**src/rtl/bpPkg.sv**
```systemverilog
package bpPkg;

  // Strobes from control to datapath
  typedef struct packed {
    logic s1Load;   // capture history of the lookup slot
    logic s2Load;   // capture counter MSB as the answer
    logic tblWe;    // train history and counter tables
    logic tblUp;    // direction of training: 1 = taken
  } bpStrobe_t;

endpackage

```
**src/rtl/bpSatCounter.sv**
```systemverilog
module bpSatCounter #(
  parameter int CNT_W    = 2,
  parameter int CNT_INIT = 1
) (
  input  logic             clk,
  input  logic             rstN,
  input  logic             inc,
  input  logic             dec,
  output logic [CNT_W-1:0] value
);

  localparam logic [CNT_W-1:0] CNT_MAX = '1;
  localparam logic [CNT_W-1:0] CNT_MIN = '0;
  localparam logic [CNT_W-1:0] CNT_RST = CNT_W'(CNT_INIT);

  logic [CNT_W-1:0] cnt;

  always_ff @(posedge clk) begin
    if (!rstN) begin
      cnt <= CNT_RST;
    end else if (inc && (cnt != CNT_MAX)) begin
      cnt <= cnt + CNT_W'(1);
    end else if (dec && (cnt != CNT_MIN)) begin
      cnt <= cnt - CNT_W'(1);
    end
  end

  assign value = cnt;

  AST_CNT_EXCL: assert property (@(posedge clk) disable iff (!rstN)
    !(inc && dec));

  AST_CNT_HOLD_TOP: assert property (@(posedge clk) disable iff (!rstN)
    (inc && cnt == CNT_MAX) |=> (cnt == CNT_MAX));

  AST_CNT_HOLD_BOT: assert property (@(posedge clk) disable iff (!rstN)
    (dec && cnt == CNT_MIN) |=> (cnt == CNT_MIN));

  AST_CNT_STEP_UP: assert property (@(posedge clk) disable iff (!rstN)
    (inc && cnt != CNT_MAX) |=> (cnt == $past(cnt) + CNT_W'(1)));

  AST_CNT_STEP_DN: assert property (@(posedge clk) disable iff (!rstN)
    (dec && cnt != CNT_MIN) |=> (cnt == $past(cnt) - CNT_W'(1)));

  AST_CNT_IDLE: assert property (@(posedge clk) disable iff (!rstN)
    (!inc && !dec) |=> $stable(cnt));

endmodule

```
**src/rtl/bpCtrl.sv**
```systemverilog
module bpCtrl
  import bpPkg::*;
(
  input  logic      clk,
  input  logic      rstN,
  input  logic      predValid,
  input  logic      updValid,
  input  logic      updTaken,
  output bpStrobe_t strb,
  output logic      predOutValid
);

  logic s1Valid;
  logic s2Valid;

  always_ff @(posedge clk) begin
    if (!rstN) begin
      s1Valid <= 1'b0;
      s2Valid <= 1'b0;
    end else begin
      s1Valid <= predValid;
      s2Valid <= s1Valid;
    end
  end

  always_comb begin
    strb.s1Load = predValid;
    strb.s2Load = s1Valid;
    strb.tblWe  = updValid;
    strb.tblUp  = updValid && updTaken;
  end

  assign predOutValid = s2Valid;

endmodule

```
**src/rtl/bpDatapath.sv**
```systemverilog
module bpDatapath
  import bpPkg::*;
#(
  parameter int HIST_BITS   = 4,
  parameter int SLOT_BITS   = 6,
  parameter int CNT_W       = 2,
  parameter int CNT_INIT    = 1
) (
  input  logic                 clk,
  input  logic                 rstN,
  input  bpStrobe_t            strb,
  input  logic [SLOT_BITS-1:0] predIdx,
  input  logic [SLOT_BITS-1:0] updIdx,
  output logic                 predTaken
);

  localparam int SLOTS       = 1 << SLOT_BITS;
  localparam int CNT_ENTRIES = 1 << HIST_BITS;

  logic [HIST_BITS-1:0]   histMem [SLOTS];
  logic [HIST_BITS-1:0]   s1Hist;
  logic                   s2Taken;
  logic [HIST_BITS-1:0]   updHist;
  logic [HIST_BITS-1:0]   nextHist;
  logic [CNT_W-1:0]       cntVal [CNT_ENTRIES];
  logic [CNT_ENTRIES-1:0] cntInc;
  logic [CNT_ENTRIES-1:0] cntDec;

  // First level: per-slot outcome history
  assign updHist  = histMem[updIdx];
  assign nextHist = {updHist[HIST_BITS-2:0], strb.tblUp};

  always_ff @(posedge clk) begin
    if (!rstN) begin
      for (int s = 0; s < SLOTS; s++) begin
        histMem[s] <= '0;
      end
    end else if (strb.tblWe) begin
      histMem[updIdx] <= nextHist;
    end
  end

  // Stage 1: registered history of the lookup slot
  always_ff @(posedge clk) begin
    if (!rstN) begin
      s1Hist <= '0;
    end else if (strb.s1Load) begin
      s1Hist <= histMem[predIdx];
    end
  end

  // Second level: counters indexed by history
  for (genvar i = 0; i < CNT_ENTRIES; i++) begin : gCnt
    assign cntInc[i] = strb.tblWe &&  strb.tblUp && (updHist == HIST_BITS'(i));
    assign cntDec[i] = strb.tblWe && !strb.tblUp && (updHist == HIST_BITS'(i));

    bpSatCounter #(
      .CNT_W    (CNT_W),
      .CNT_INIT (CNT_INIT)
    ) i_cnt (
      .clk   (clk),
      .rstN  (rstN),
      .inc   (cntInc[i]),
      .dec   (cntDec[i]),
      .value (cntVal[i])
    );
  end

  // Stage 2: registered answer from counter MSB
  always_ff @(posedge clk) begin
    if (!rstN) begin
      s2Taken <= 1'b0;
    end else if (strb.s2Load) begin
      s2Taken <= cntVal[s1Hist][CNT_W-1];
    end
  end

  assign predTaken = s2Taken;

  AST_ONE_COUNTER: assert property (@(posedge clk) disable iff (!rstN)
    $countones(cntInc | cntDec) <= 1);

  AST_TRAIN_MOVES_ONE: assert property (@(posedge clk) disable iff (!rstN)
    strb.tblWe |-> ($countones(cntInc | cntDec) == 1 || $countones(cntInc | cntDec) == 0));

  AST_NO_TRAIN_NO_MOVE: assert property (@(posedge clk) disable iff (!rstN)
    !strb.tblWe |-> ((cntInc | cntDec) == '0));

endmodule

```
**src/rtl/twoLevelPredictor.sv**
```systemverilog
module twoLevelPredictor
  import bpPkg::*;
#(
  parameter int PC_W      = 32,
  parameter int HIST_BITS = 4,
  parameter int SLOT_BITS = 6,
  parameter int CNT_W     = 2,
  parameter int CNT_INIT  = 1
) (
  input  logic            clk,
  input  logic            rstN,
  input  logic            predValid,
  input  logic [PC_W-1:0] predPc,
  output logic            predOutValid,
  output logic            predTaken,
  input  logic            updValid,
  input  logic [PC_W-1:0] updPc,
  input  logic            updTaken
);

  localparam int IDX_LO = 2;
  localparam int IDX_HI = IDX_LO + SLOT_BITS - 1;

  bpStrobe_t            strb;
  logic [SLOT_BITS-1:0] predIdx;
  logic [SLOT_BITS-1:0] updIdx;
  logic                 unusedPcBits;

  assign predIdx = predPc[IDX_HI:IDX_LO];
  assign updIdx  = updPc[IDX_HI:IDX_LO];
  assign unusedPcBits = ^{predPc[PC_W-1:IDX_HI+1], predPc[IDX_LO-1:0],
                          updPc[PC_W-1:IDX_HI+1], updPc[IDX_LO-1:0]};

  bpCtrl i_ctrl (
    .clk          (clk),
    .rstN         (rstN),
    .predValid    (predValid),
    .updValid     (updValid),
    .updTaken     (updTaken),
    .strb         (strb),
    .predOutValid (predOutValid)
  );

  bpDatapath #(
    .HIST_BITS (HIST_BITS),
    .SLOT_BITS (SLOT_BITS),
    .CNT_W     (CNT_W),
    .CNT_INIT  (CNT_INIT)
  ) i_dp (
    .clk       (clk),
    .rstN      (rstN),
    .strb      (strb),
    .predIdx   (predIdx),
    .updIdx    (updIdx),
    .predTaken (predTaken)
  );

  AST_PRED_LATENCY: assert property (@(posedge clk) disable iff (!rstN)
    predOutValid |-> $past(predValid, 2));

  AST_REQ_ANSWERED: assert property (@(posedge clk) disable iff (!rstN)
    (predValid && $past(rstN)) |=> ##1 predOutValid);

endmodule

```
**config.mk**
```make
export PLATFORM = sky130hd
export DESIGN_NAME = twoLevelPredictor
export DESIGN_NICKNAME = d
export VERILOG_FILES = /design/src/rtl/bpPkg.sv /design/src/rtl/bpSatCounter.sv /design/src/rtl/bpCtrl.sv /design/src/rtl/bpDatapath.sv /design/src/rtl/twoLevelPredictor.sv
export SDC_FILE = /design/constraint.sdc
export NUM_CORES = 1
export LEC_CHECK = 0
export BUFFER_PORTS_ARGS = -buffer_cell sky130_fd_sc_hd__buf_2
export CAP_MARGIN = 20
export CORE_MARGIN = 2
export CORE_UTILIZATION = 40
export CTS_BUF_LIST = sky130_fd_sc_hd__clkbuf_4 sky130_fd_sc_hd__clkbuf_8 sky130_fd_sc_hd__clkbuf_16
export DETAILED_ROUTE_END_ITERATION = 16
export PLACE_DENSITY_LB_ADDON = 0.05
export REMOVE_ABC_BUFFERS = 1
export SYNTH_ARGS = -nofsm -noshare
export SYNTH_HDL_FRONTEND = slang
export SYNTH_SLANG_ARGS = --single-unit
```
**constraint.sdc**
```tcl
create_clock -name clk -period 6.4 [get_ports clk]
set_input_delay 0.64 -clock clk [delete_from_list [all_inputs] [get_ports clk]]
set_output_delay 0.64 -clock clk [all_outputs]
set_load 0.01 [all_outputs]
```
==> results of run 1 <==
[sequential cells by signal, indices dropped and copies added, names as in the netlist]
signal and count:
i_dp.predTaken 1, i_ctrl.predOutValid 1, i_dp.gCnt.i_cnt.value 32, i_dp.histMem 256, i_ctrl.s1Valid 1, i_dp.s1Hist 4
[layer usage]
layer  global-route usage  vias to the layer above  wire length (um)
li1                     -                     5142                 -
met1                0.394                     6113             24000
met2                0.423                      549             25300
met3               0.0472                      110              4370
met4               0.0777                        0              1580
met5                    0                        -                 0
[synthesized netlist by cell type, types with 10 or more instances]
| master | instances |
|---|---|
| a21oi_1 | 15 |
| a221oi_1 | 33 |
| a22oi_1 | 25 |
| and2_1 | 20 |
| buf_1 | 17 |
| buf_2 | 30 |
| buf_6 | 10 |
| clkbuf_1 | 52 |
| dfxtp_1 | 39 |
| edfxtp_1 | 256 |
| inv_1 | 13 |
| mux2i_1 | 31 |
| mux4_2 | 102 |
| nand2_1 | 162 |
| nand2b_1 | 11 |
| nand3_1 | 16 |
| nor2_1 | 293 |
| nor3_1 | 10 |
| nor4_1 | 12 |
| o21ai_0 | 21 |
| o311ai_0 | 12 |
| o41ai_1 | 10 |
[worst max-delay path, delay by kind of cell]
kind	cells	cell delay, ps
buffers and inverters	3	1820
and+or+nand+nor	3	1000
AOI/OAI and AO/OA	3	1190
[layout make-up]
type / count / area (um^2) / area share
antenna: 1 / 2.50 / 0.000141
clock buffer: 43 / 971 / 0.0548
clock inverter: 17 / 285 / 0.0161
tap: 525 / 657 / 0.0371
sequential: 295 / 8470 / 0.478
timing repair buffer: 52 / 365 / 0.0206
inverter: 15 / 56.3 / 0.00318
multi-input combinational: 929 / 6900 / 0.390
[cells in the final DEF (no fill, tap or decap), types with 6 or more instances in the layout]
cell	count
a22oi_1	25
o41ai_1	10
o221ai_1	6
buf_2	15
mux2i_1	31
nor4_1	12
o311ai_0	12
bufinv_16	8
dfxtp_1	39
nand2_1	161
nor2b_1	7
clkbuf_16	37
o21ai_0	21
a211oi_1	7
clkinv_1	6
mux4_2	102
nor2_1	291
or4_1	9
clkbuf_4	6
o21bai_1	9
edfxtp_1	256
and2_1	19
nand2b_1	11
o22ai_1	7
nor3_1	10
a21oi_1	15
inv_1	13
nand3_1	16
nand3b_1	8
a221oi_1	33
mux2_2	8
buf_4	36
a211o_1	8
and3_1	6
[worst max-delay path by stage]
| stage | end | slack [ps] |
|---|---|---|
| 2_1_floorplan | i_dp.gCnt[12].i_cnt.value[0] | 2040 |
| 3_3_place_gp | i_dp.histMem[11][3] | 1470 |
| 3_5_place_dp | i_dp.histMem[8][3] | 1440 |
| 4_1_cts | i_dp.histMem[3][3] | 2020 |
| 5_1_grt | i_dp.gCnt[13].i_cnt.value[1] | 1770 |
| 6_report | i_dp.histMem[33][3] | 1960 |
[where the power goes]
part | switching [mW] | internal [mW]
combinational | 0.418 | 0.205
sequential | 0.0708 | 2.17
clock | 0.827 | 1.40
total | 1.32 | 3.77
[cell families (layout without fill, tap and decap cells)]
kind of cell           count (synthesis)  after routing  share of synthesized area
buffers and inverters                130            127                     0.0390
and+or+nand+nor                      587            587                      0.163
AOI/OAI and AO/OA                    196            196                     0.0956
DFF                                  295            295                      0.530
muxes                                146            146                      0.172
other                                  0              1                          0
[metrics by stage]
step                hold WS (ps)  total power [mW]  utilization
finish                       467              5.08        0.448
global route                 456              5.23        0.448
CTS                          442              5.11        0.448
detailed placement           468              2.89        0.416
global placement             463              2.89        0.416
floorplan                    448              2.57            -
==> summary.md, run 1 <==
| Metric | Value |
|---|---|
| DRT Pass-1 Iters | 6 |
| Share of cells above drive strength 1 | 0.177 |
| Unrepaired setup endpoints after global routing | no |
| Tot GR Track Use | 0.273 |
| Placement Cell Area | 16400 um^2 |
| Sequential cell area fraction in the yosys report | 0.530 |
| Hold Path Cell Cnt | 2 |
| Top cells by area, synth | edfxtp_1 48%, mux4_2 14%, nor2_1 6.9% |
| Max_cap viols | 0 |
| PnR worst setup slack | 1960 ps |
| Worst clock skew | 23.2 ps |
| # fillers | 3658 |
| Critical Path AT | 4710 ps |
| Asr flop ratio synth | 0 |
| Post-route ant nets | 0 |
| Initial Util | 0.404 |
| Largest net degree at the start of global routing | 65 |
| CP max FO | 52 |
| Die span in y | 204 um |
| Worst Path Class, Setup | in -> reg |
| Vias per cell | 6.35 |
| Hpwl dp | 37100 um |
| Die X | 204 um |
| LEAKAGE | 6.10 nW |
| GPL Wtd Cong | 0.863 |
| Worst skew pair latency | about 560 ps |
| Detailed Route WL | 55200 um |
| Final Slew Violations | 0 |
| Num CTS Buffers | 35 |
| Avg Synthesized Cell Area | 11.8 um^2 |
| # placed instances | 1816 |
| CTS Hold Bufs | 0 |
| Highest-delay cell along the critical path | buf_4 |
| Vias in the first global route | 11600 |
| CP peak stage delay | about 760 ps |
| Synth warn | 0 |
| Synth top area share | 0.481 |
| Post-CTS Resized | 0 |
| Hold crit path type | in -> reg |
| WP data required | 6670 ps |
| Num Clock Sinks | slightly below 300 |
| Post-CTS Setup Inserts | 0 |
| Predominant post-synthesis flop cell | edfxtp_1 |
| Peak VDD IR | 155 uV |
| Setup crit start | updPc[3] |
| Final #Nets | around 1400 |
| Most frequent CP cell | buf_4 |
| Clk slew on worst S/H paths | 60 ps |
| # IOs | 71 |
| Hold path start | predValid |
| H-tree depth | 2 |
| IO Port Bufs | 18 |
| Status | complete, no violations |
| Reg2Reg Setup Slack | approximately 2700 ps |
| Post-Layout Cell Count | 1877 |
| Final count of negative-setup-slack endpoints | 0 |
| Fin. Hold Viols | 0 |
| Max clock buf depth | 3 |
| DRC | 0 |
| Min-Delay Endpoint | i_ctrl.s1Valid |
| R2R Path End | i_dp.gCnt[13].i_cnt.value[1] |
| Pre-CTS setup slack | 1440 ps |
| Register bit total from synthesis | 295 |
| DR WL/cell | 29.4 um |
| Actual slew at the worst max-slew pin | ~1200 ps |
| Post-route cell area | 17700 um^2 |
| Number of enable flip-flop cells after synthesis | between 200 and 300 |
| Synth Cell Area | 16000 um^2 |
| Final period utilization | 0.693 |
| CP endpoint kind | flip-flop |
| FMAX | approximately 0.23 GHz |
| Area grow syn2layout | 10.8% |
| FP Rows | between 70 and 80 |
| Global-route wire length before repair | 81700 um |
| Pwr Density | 287 nW/um^2 |
| Cell count after synthesis | 1354 |
| Fin crit period | 4440 ps |
| CTS tree | done |
| Setup_tns | 0 ps |
| Core box area | 39500 um^2 |
| DRT iter0 DRCs | 1369 |
| Vias post-DR | 11900 |
| Root buffer cell | clkbuf_16 |
| Cells along the critical path | buf_2, buf_4, nor2b_1, a221o_1, a311oi_1, o2111ai_1, nor3_4, buf_4, nor2_1 |
| Worst R2R Path Depth | 7 |
| Crit path launch type | input pin |
| Total gr overflow | 0 |
| Worst R2R Start | i_dp.histMem[14][1] |
| Area leader, netlist | edfxtp_1 |
| Initial antenna violation count | 2 |
| Die Area | 41600 um^2 |
| Slew Limit Headroom | 0.228 |
| Netlist cell types | 71 |
No activity file was read; power rests on OpenSTA's default activity.
==> inputs of run 2 (changes only) <==
clock period = 3.9 ns   (was 6.4 ns; I/O delays follow)
==> summary.md, run 2 (same netlist as run 1, synthesis figures left out) <==
| Metric | Value |
|---|---|
| GPL Wtd Cong | 0.914 (was 0.863) |
| PnR worst setup slack | 522 ps (was 1960 ps) |
| Area grow syn2layout | 13.4% (was 10.8%) |
| CTS Hold Bufs | 0 (unchanged) |
| Fin. Hold Viols | 0 (unchanged) |
| # fillers | 3677 (was 3658) |
| Cells along the critical path | buf_2, buf_4, buf_4, nor3b_1, o21ai_0, a21oi_1, a2111oi_1, nand4b_1, a21oi_1, a31oi_1, a311oi_1 (was buf_2, buf_4, nor2b_1, a221o_1, a311oi_1, o2111ai_1, nor3_4, buf_4, nor2_1) |
| Post-CTS Setup Inserts | 0 (unchanged) |
| # IOs | 71 (unchanged) |
| CTS tree | done (unchanged) |
| Final count of negative-setup-slack endpoints | 0 (unchanged) |
| Net load switching power | 2.15 mW (was 1.32 mW) |
| Post-route ant nets | 0 (unchanged) |
| Worst clock skew | 16.9 ps (was 23.2 ps) |
| Final Slew Violations | 0 (unchanged) |
| Die span in y | 204 um (unchanged) |
| Num CTS Buffers | 36 (was 35) |
| Critical path buffer and inverter count | 3 (unchanged) |
| Final core utilization | 0.458 (was 0.448) |
| Status | complete, no violations (unchanged) |
| Total gr overflow | 0 (unchanged) |
| Fin crit period | 3380 ps |
| Tot GR Track Use | 0.275 (was 0.273) |
| DRC | 0 (unchanged) |
| CP peak stage delay | 530 ps (was 760 ps) |
| GR peak layer | met2 (unchanged) |
| Reg power frac | 0.459 (was 0.440) |
| Worst R2R Path Depth | 8 (was 7) |
| WP data required | 4350 ps (was 6670 ps) |
| Post-Layout Cell Count | 1944 (was 1877) |
| Clk slew on worst S/H paths | 60 ps (about the same) |
| Gate power share | 0.140 (was 0.123) |
| Most frequent cells in the layout | 293 x nor2_1, 256 x edfxtp_1, 161 x nand2_1 (was 291 x nor2_1, 256 x edfxtp_1, 161 x nand2_1) |
| Met3 GRT Util | 0.0601 (was 0.0472) |
| Largest Register | i_dp.histMem (unchanged) |
| Max clock buf depth | 3 (unchanged) |
| Switching share of total power | 0.269 (was 0.259) |
| Max reg flops | 256 (unchanged) |
| Die Area | 41600 um^2 (unchanged) |
| Initial antenna violation count | 2 (unchanged) |
| FMAX | just under 0.3 GHz |
| Crit path launch type | input pin (unchanged) |
| Die X | 204 um (unchanged) |
| Critical Path AT | 3830 ps (was 4710 ps) |
| DR WL/cell | 28.8 um (was 29.4 um) |
| Unrepaired setup endpoints after global routing | no (unchanged) |
| IO Port Bufs | 18 (unchanged) |
| Hold crit path type | in -> reg (unchanged) |
| Slew Limit Headroom | 0.371 (was 0.228) |
| Hold Path Cell Cnt | 2 (unchanged) |
| Actual slew at the worst max-slew pin | 943 ps (was 1150 ps) |
| Hpwl dp | 39900 um (was 37100 um) |
| # placed instances | 1881 (was 1816) |
| Global-route wire length before repair | 82600 um (was 81700 um) |
| DRT iter0 DRCs | 1418 (was 1369) |
| Num Clock Sinks | 295 (unchanged) |
| Vias in the first global route | 12000 (was 11600) |
| CP endpoint kind | flip-flop (unchanged) |
| Vias post-DR | 12200 (was 11900) |
| DRT Pass-1 Iters | 5 (was 6) |
| Multi-input gate area | 6890 um^2 (was 6900 um^2) |
| CP max FO | 21 (was 52) |
| Pre-CTS setup slack | 1.16 ps (was 1440 ps) |
| Sequential Area | 8470 um^2 (unchanged) |
| Design Power | 8.00 mW (was 5.08 mW) |
| Worst Path Class, Setup | in -> reg (unchanged) |
| Vias per cell | 6.25 (was 6.35) |
| FP Rows | 73 (unchanged) |
| Crit path max-delay family | compound AO/OA/AOI/OAI gates (was buffers and inverters) |
| Grt met2 use | 0.414 (was 0.423) |
| Power Internal | 5.84 mW (was 3.77 mW) |
| Post-CTS Resized | 0 (unchanged) |
| Stages on the worst setup path | 11 (was 9) |
| Peak VDD IR | 329 uV (was 155 uV) |
| Initial Util | 0.404 (unchanged) |
| LEAKAGE | 6.38 nW (was 6.10 nW) |
| Largest net degree at the start of global routing | 61 (was 65) |
| Final period utilization | 0.866 |
| Max_cap viols | 0 (unchanged) |
| Clock power share | 0.401 (was 0.437) |
| Most common cell after layout, fill and taps aside | nor2_1 (unchanged) |
| Highest-delay cell along the critical path | a21oi_1 (was buf_4) |
| Setup_tns | 0 ps (unchanged) |
| Core box area | 39500 um^2 (unchanged) |
| Final #Nets | 1463 (was 1397) |
| Root buffer cell | clkbuf_16 (unchanged) |
| M1 GR Usage | 0.393 (was 0.394) |
| Share of cells above drive strength 1 | 0.212 (was 0.177) |
| Detailed Route WL | 55900 um (was 55200 um) |
| Worst skew pair latency | 550 ps (was 560 ps) |
| Pwr Density | 441 nW/um^2 (was 287 nW/um^2) |
| H-tree depth | 2 (unchanged) |
## run 2: cell types whose count changed in the layout (fill, tap and decap cells not counted), sizes merged
cell,delta
buf,+65
bufinv,-7
clkinv,+7
clkbuf,+1
clkinvlp,+1
## run 2: power by group through the flow
stage | sequential [mW] | combinational [mW] | clock, mW
CTS | 3.67 | 1.11 | 3.26
finish | 3.67 | 1.12 | 3.21
global route | 3.68 | 1.18 | 3.38
global placement | 3.74 | 1.10 | 0
floorplan | 3.67 | 0.548 | 0
detailed placement | 3.74 | 1.10 | 0
## run 2: cell type report
class | count | area share
Sequential cell | 295 | 0.467
Inverter | 15 | 0.00311
Clock buffer | 44 | 0.0553
Timing Repair Buffer | 117 | 0.0512
Clock inverter | 18 | 0.00608
Tap cell | 525 | 0.0363
Multi-Input combinational cell | 929 | 0.380
Antenna cell | 1 | 0.000138
## run 2: final timing paths
path                       start                            to  slack, ps
min reg2reg       i_ctrl.s1Valid           i_ctrl.predOutValid        480
min                    predValid                i_ctrl.s1Valid        220
max reg2reg  i_dp.histMem[13][1]  i_dp.gCnt[13].i_cnt.value[1]        610
max                     updPc[3]  i_dp.gCnt[13].i_cnt.value[1]        520
## run 2: metal layers
metal | vias up | share of wire
li1 | 5253 | -
met2 | 579 | 0.44
met3 | 106 | 0.092
met4 | 0 | 0.032
met1 | 6220 | 0.43
met5 | - | 0
## run 2: per-stage QoR
step	hold slack, ps	area (um^2)
after floorplan	448	15400
after global placement	476	17000
after detailed placement	478	17000
after CTS	195	18100
after global routing	215	18100
final	222	18100
## run 2: worst reg2reg max path: cells and delay by family, from the launching register on
| family | cells | cell delay, ps |
|---|---|---|
| compound gates | 4 | 1450 |
| mux | 2 | 780 |
| simple gates | 2 | 550 |
| flops | 1 | 420 |
==> inputs of run 3 (changes only) <==
CORE_MARGIN = unset   (was 2)
CORE_UTILIZATION = 56   (was 40)
==> summary.md, run 3 (same netlist as run 1, synthesis figures left out) <==
| Metric | Value |
|---|---|
| Area grow syn2layout | 12.3% (was 13.4%) |
| Hold crit path type | in -> reg (unchanged) |
| Largest net degree at the start of global routing | 61 (unchanged) |
| Root buffer cell | clkbuf_16 (unchanged) |
| Worst Path Class, Setup | in -> reg (unchanged) |
| Max reg flops | 256 (unchanged) |
| Final #Nets | 1469 (was 1463) |
| Num CTS Buffers | 34 (was 36) |
| LEAKAGE | 6.38 nW (about the same) |
| Worst R2R Path Depth | 8 (unchanged) |
| CP endpoint kind | flip-flop (unchanged) |
| GPL Wtd Cong | 0.980 (was 0.914) |
| DRT iter0 DRCs | 1765 (was 1418) |
| Max clock buf depth | 3 (unchanged) |
| Die span in y | 171 um (was 204 um) |
| CTS Hold Bufs | 0 (unchanged) |
| IO Port Bufs | 18 (unchanged) |
| Final count of negative-setup-slack endpoints | 0 (unchanged) |
| R2R Path End | i_dp.gCnt[8].i_cnt.value[1] (was i_dp.gCnt[13].i_cnt.value[1]) |
| PnR worst setup slack | 554 ps (was 522 ps) |
| Hold path start | predValid (unchanged) |
| Post-CTS Resized | 0 (unchanged) |
| Vias per cell | 6.84 (was 6.25) |
| Die Area | 29200 um^2 (was 41600 um^2) |
| Min-Delay Endpoint | i_ctrl.s1Valid (unchanged) |
| Die X | 171 um (was 204 um) |
| Largest Register | i_dp.histMem (unchanged) |
| Post-Layout Cell Count | 1803 (was 1944) |
| Initial antenna violation count | 2 (unchanged) |
| Hpwl dp | 35200 um (was 39900 um) |
| H-tree depth | 2 (unchanged) |
| Hold Path Cell Cnt | 2 (unchanged) |
| Share of cells above drive strength 1 | 0.216 (was 0.212) |
| FP Rows | 61 (was 73) |
| WP data required | 4330 ps (was 4350 ps) |
| Critical Path AT | 3780 ps (was 3830 ps) |
| Reg2Reg Setup Slack | 680 ps (was 610 ps) |
| Fin crit period | 3350 ps (was 3380 ps) |
| CTS tree | done (unchanged) |
| Worst R2R Start | i_dp.histMem[11][1] (was i_dp.histMem[13][1]) |
| Tot GR Track Use | 0.356 (was 0.275) |
| Post-CTS Setup Inserts | 0 (unchanged) |
| # placed instances | 1742 (was 1881) |
| Max_cap viols | 0 (unchanged) |
| DRC | 0 (unchanged) |
| Final Slew Violations | 0 (unchanged) |
| Most frequent cells in the layout | 293 x nor2_1, 256 x edfxtp_1, 161 x nand2_1 (unchanged) |
| Slew Limit Headroom | 0.411 (was 0.371) |
| Worst clock skew | 18.6 ps (was 16.9 ps) |
| Post-route ant nets | 0 (unchanged) |
| Pwr Density | 438 nW/um^2 (was 441 nW/um^2) |
| FMAX | 0.299 GHz (was 0.296 GHz) |
| Vias post-DR | 12300 (was 12200) |
| Global-route wire length before repair | 75100 um (was 82600 um) |
| Core box area | 27900 um^2 (was 39500 um^2) |
| Hold_ws | 208 ps (was 222 ps) |
| Most common cell after layout, fill and taps aside | nor2_1 (unchanged) |
| Initial Util | 0.572 (was 0.404) |
| Final period utilization | 0.858 (was 0.866) |
| # IOs | 71 (unchanged) |
| Worst skew pair latency | 530 ps (was 550 ps) |
| Total gr overflow | 0 (unchanged) |
| CP max FO | 19 (was 21) |
| Vias in the first global route | 11800 (was 12000) |
| Num Clock Sinks | 295 (unchanged) |
| Detailed Route WL | 50200 um (was 55900 um) |
| Status | complete, no violations (unchanged) |
| Actual slew at the worst max-slew pin | 881 ps (was 943 ps) |
| # fillers | 2234 (was 3677) |
| Crit path launch type | input pin (unchanged) |
| Pre-CTS setup slack | 46.4 ps (was 1.16 ps) |
| Clk slew on worst S/H paths | 60 ps (about the same) |
| Fin. Hold Viols | 0 (unchanged) |
| Unrepaired setup endpoints after global routing | no (unchanged) |
| DR WL/cell | 27.8 um (was 28.8 um) |
| Peak VDD IR | 330 uV (was 329 uV) |
| DRT Pass-1 Iters | 6 (was 5) |
run 3: changes by cell type in the layout (fill, tap and decap cells not counted), sizes merged:
| cell | before | now |
|---|---|---|
| clkinv | 16 | 11 |
| clkinvlp | 2 | 3 |
| clkbuf | 44 | 45 |
| buf | 117 | 125 |
| diode | 1 | 2 |
run 3: critical path: stages:
cell and delay, ps:
buf_2 480, inv_2 320, buf_4 290, mux4_2 350, a21oi_1 60, a2111oi_1 580
and4b_4 390, nand4_2 260, or4_1 530, o21ai_0 90
run 3: stage by stage:
step                setup TNS, ps  instance area, um^2  power (mW)  utilization
global placement                0                16900        4.75        0.603
CTS                             0                17900        7.84        0.642
global route                    0                17900        8.05        0.642
finish                          0                17900        7.86        0.642
detailed placement              0                16900        4.76        0.603
floorplan                   -1850                15400        4.22            -
run 3: how the worst max path moves through the flow:
| stage | from | endpoint | slack, ps | cells after the start |
|---|---|---|---|---|
| final | updPc[2] | i_dp.gCnt[8].i_cnt.value[1] | 550 | 10 |
| after global routing | updPc[2] | i_dp.gCnt[8].i_cnt.value[1] | 410 | 10 |
| after CTS | updPc[2] | i_dp.gCnt[8].i_cnt.value[1] | 560 | 10 |
| after detailed placement | updPc[2] | i_dp.gCnt[8].i_cnt.value[1] | 50 | 10 |
| after global placement | updPc[2] | i_dp.gCnt[0].i_cnt.value[1] | 140 | 10 |
| after floorplan | updPc[2] | i_dp.gCnt[12].i_cnt.value[0] | -210 | 8 |
run 3: per-layer routing:
layer  GRT usage  part of all wire
met5           0                 0
met4       0.148             0.044
met3      0.0706              0.12
met2       0.552              0.45
met1       0.495              0.38
run 3: power breakdown:
part	switching (mW)	total [mW]	leakage [nW]	internal, mW
combinational	0.671	1.06	2.92	0.387
clock	1.30	3.14	0.533	1.84
sequential	0.110	3.66	2.93	3.55
total	2.08	7.86	6.38	5.79
run 3: layout make-up:
cell class / instances / area, um^2 / area share
multi-input combinational: 929 / 6890 / 0.384
sequential: 295 / 8470 / 0.472
tap: 378 / 473 / 0.0264
inverter: 15 / 56.3 / 0.00314
clock buffer: 45 / 986 / 0.0549
antenna: 2 / 5.00 / 0.000279
clock inverter: 14 / 98.8 / 0.00551
timing repair buffer: 125 / 963 / 0.0537
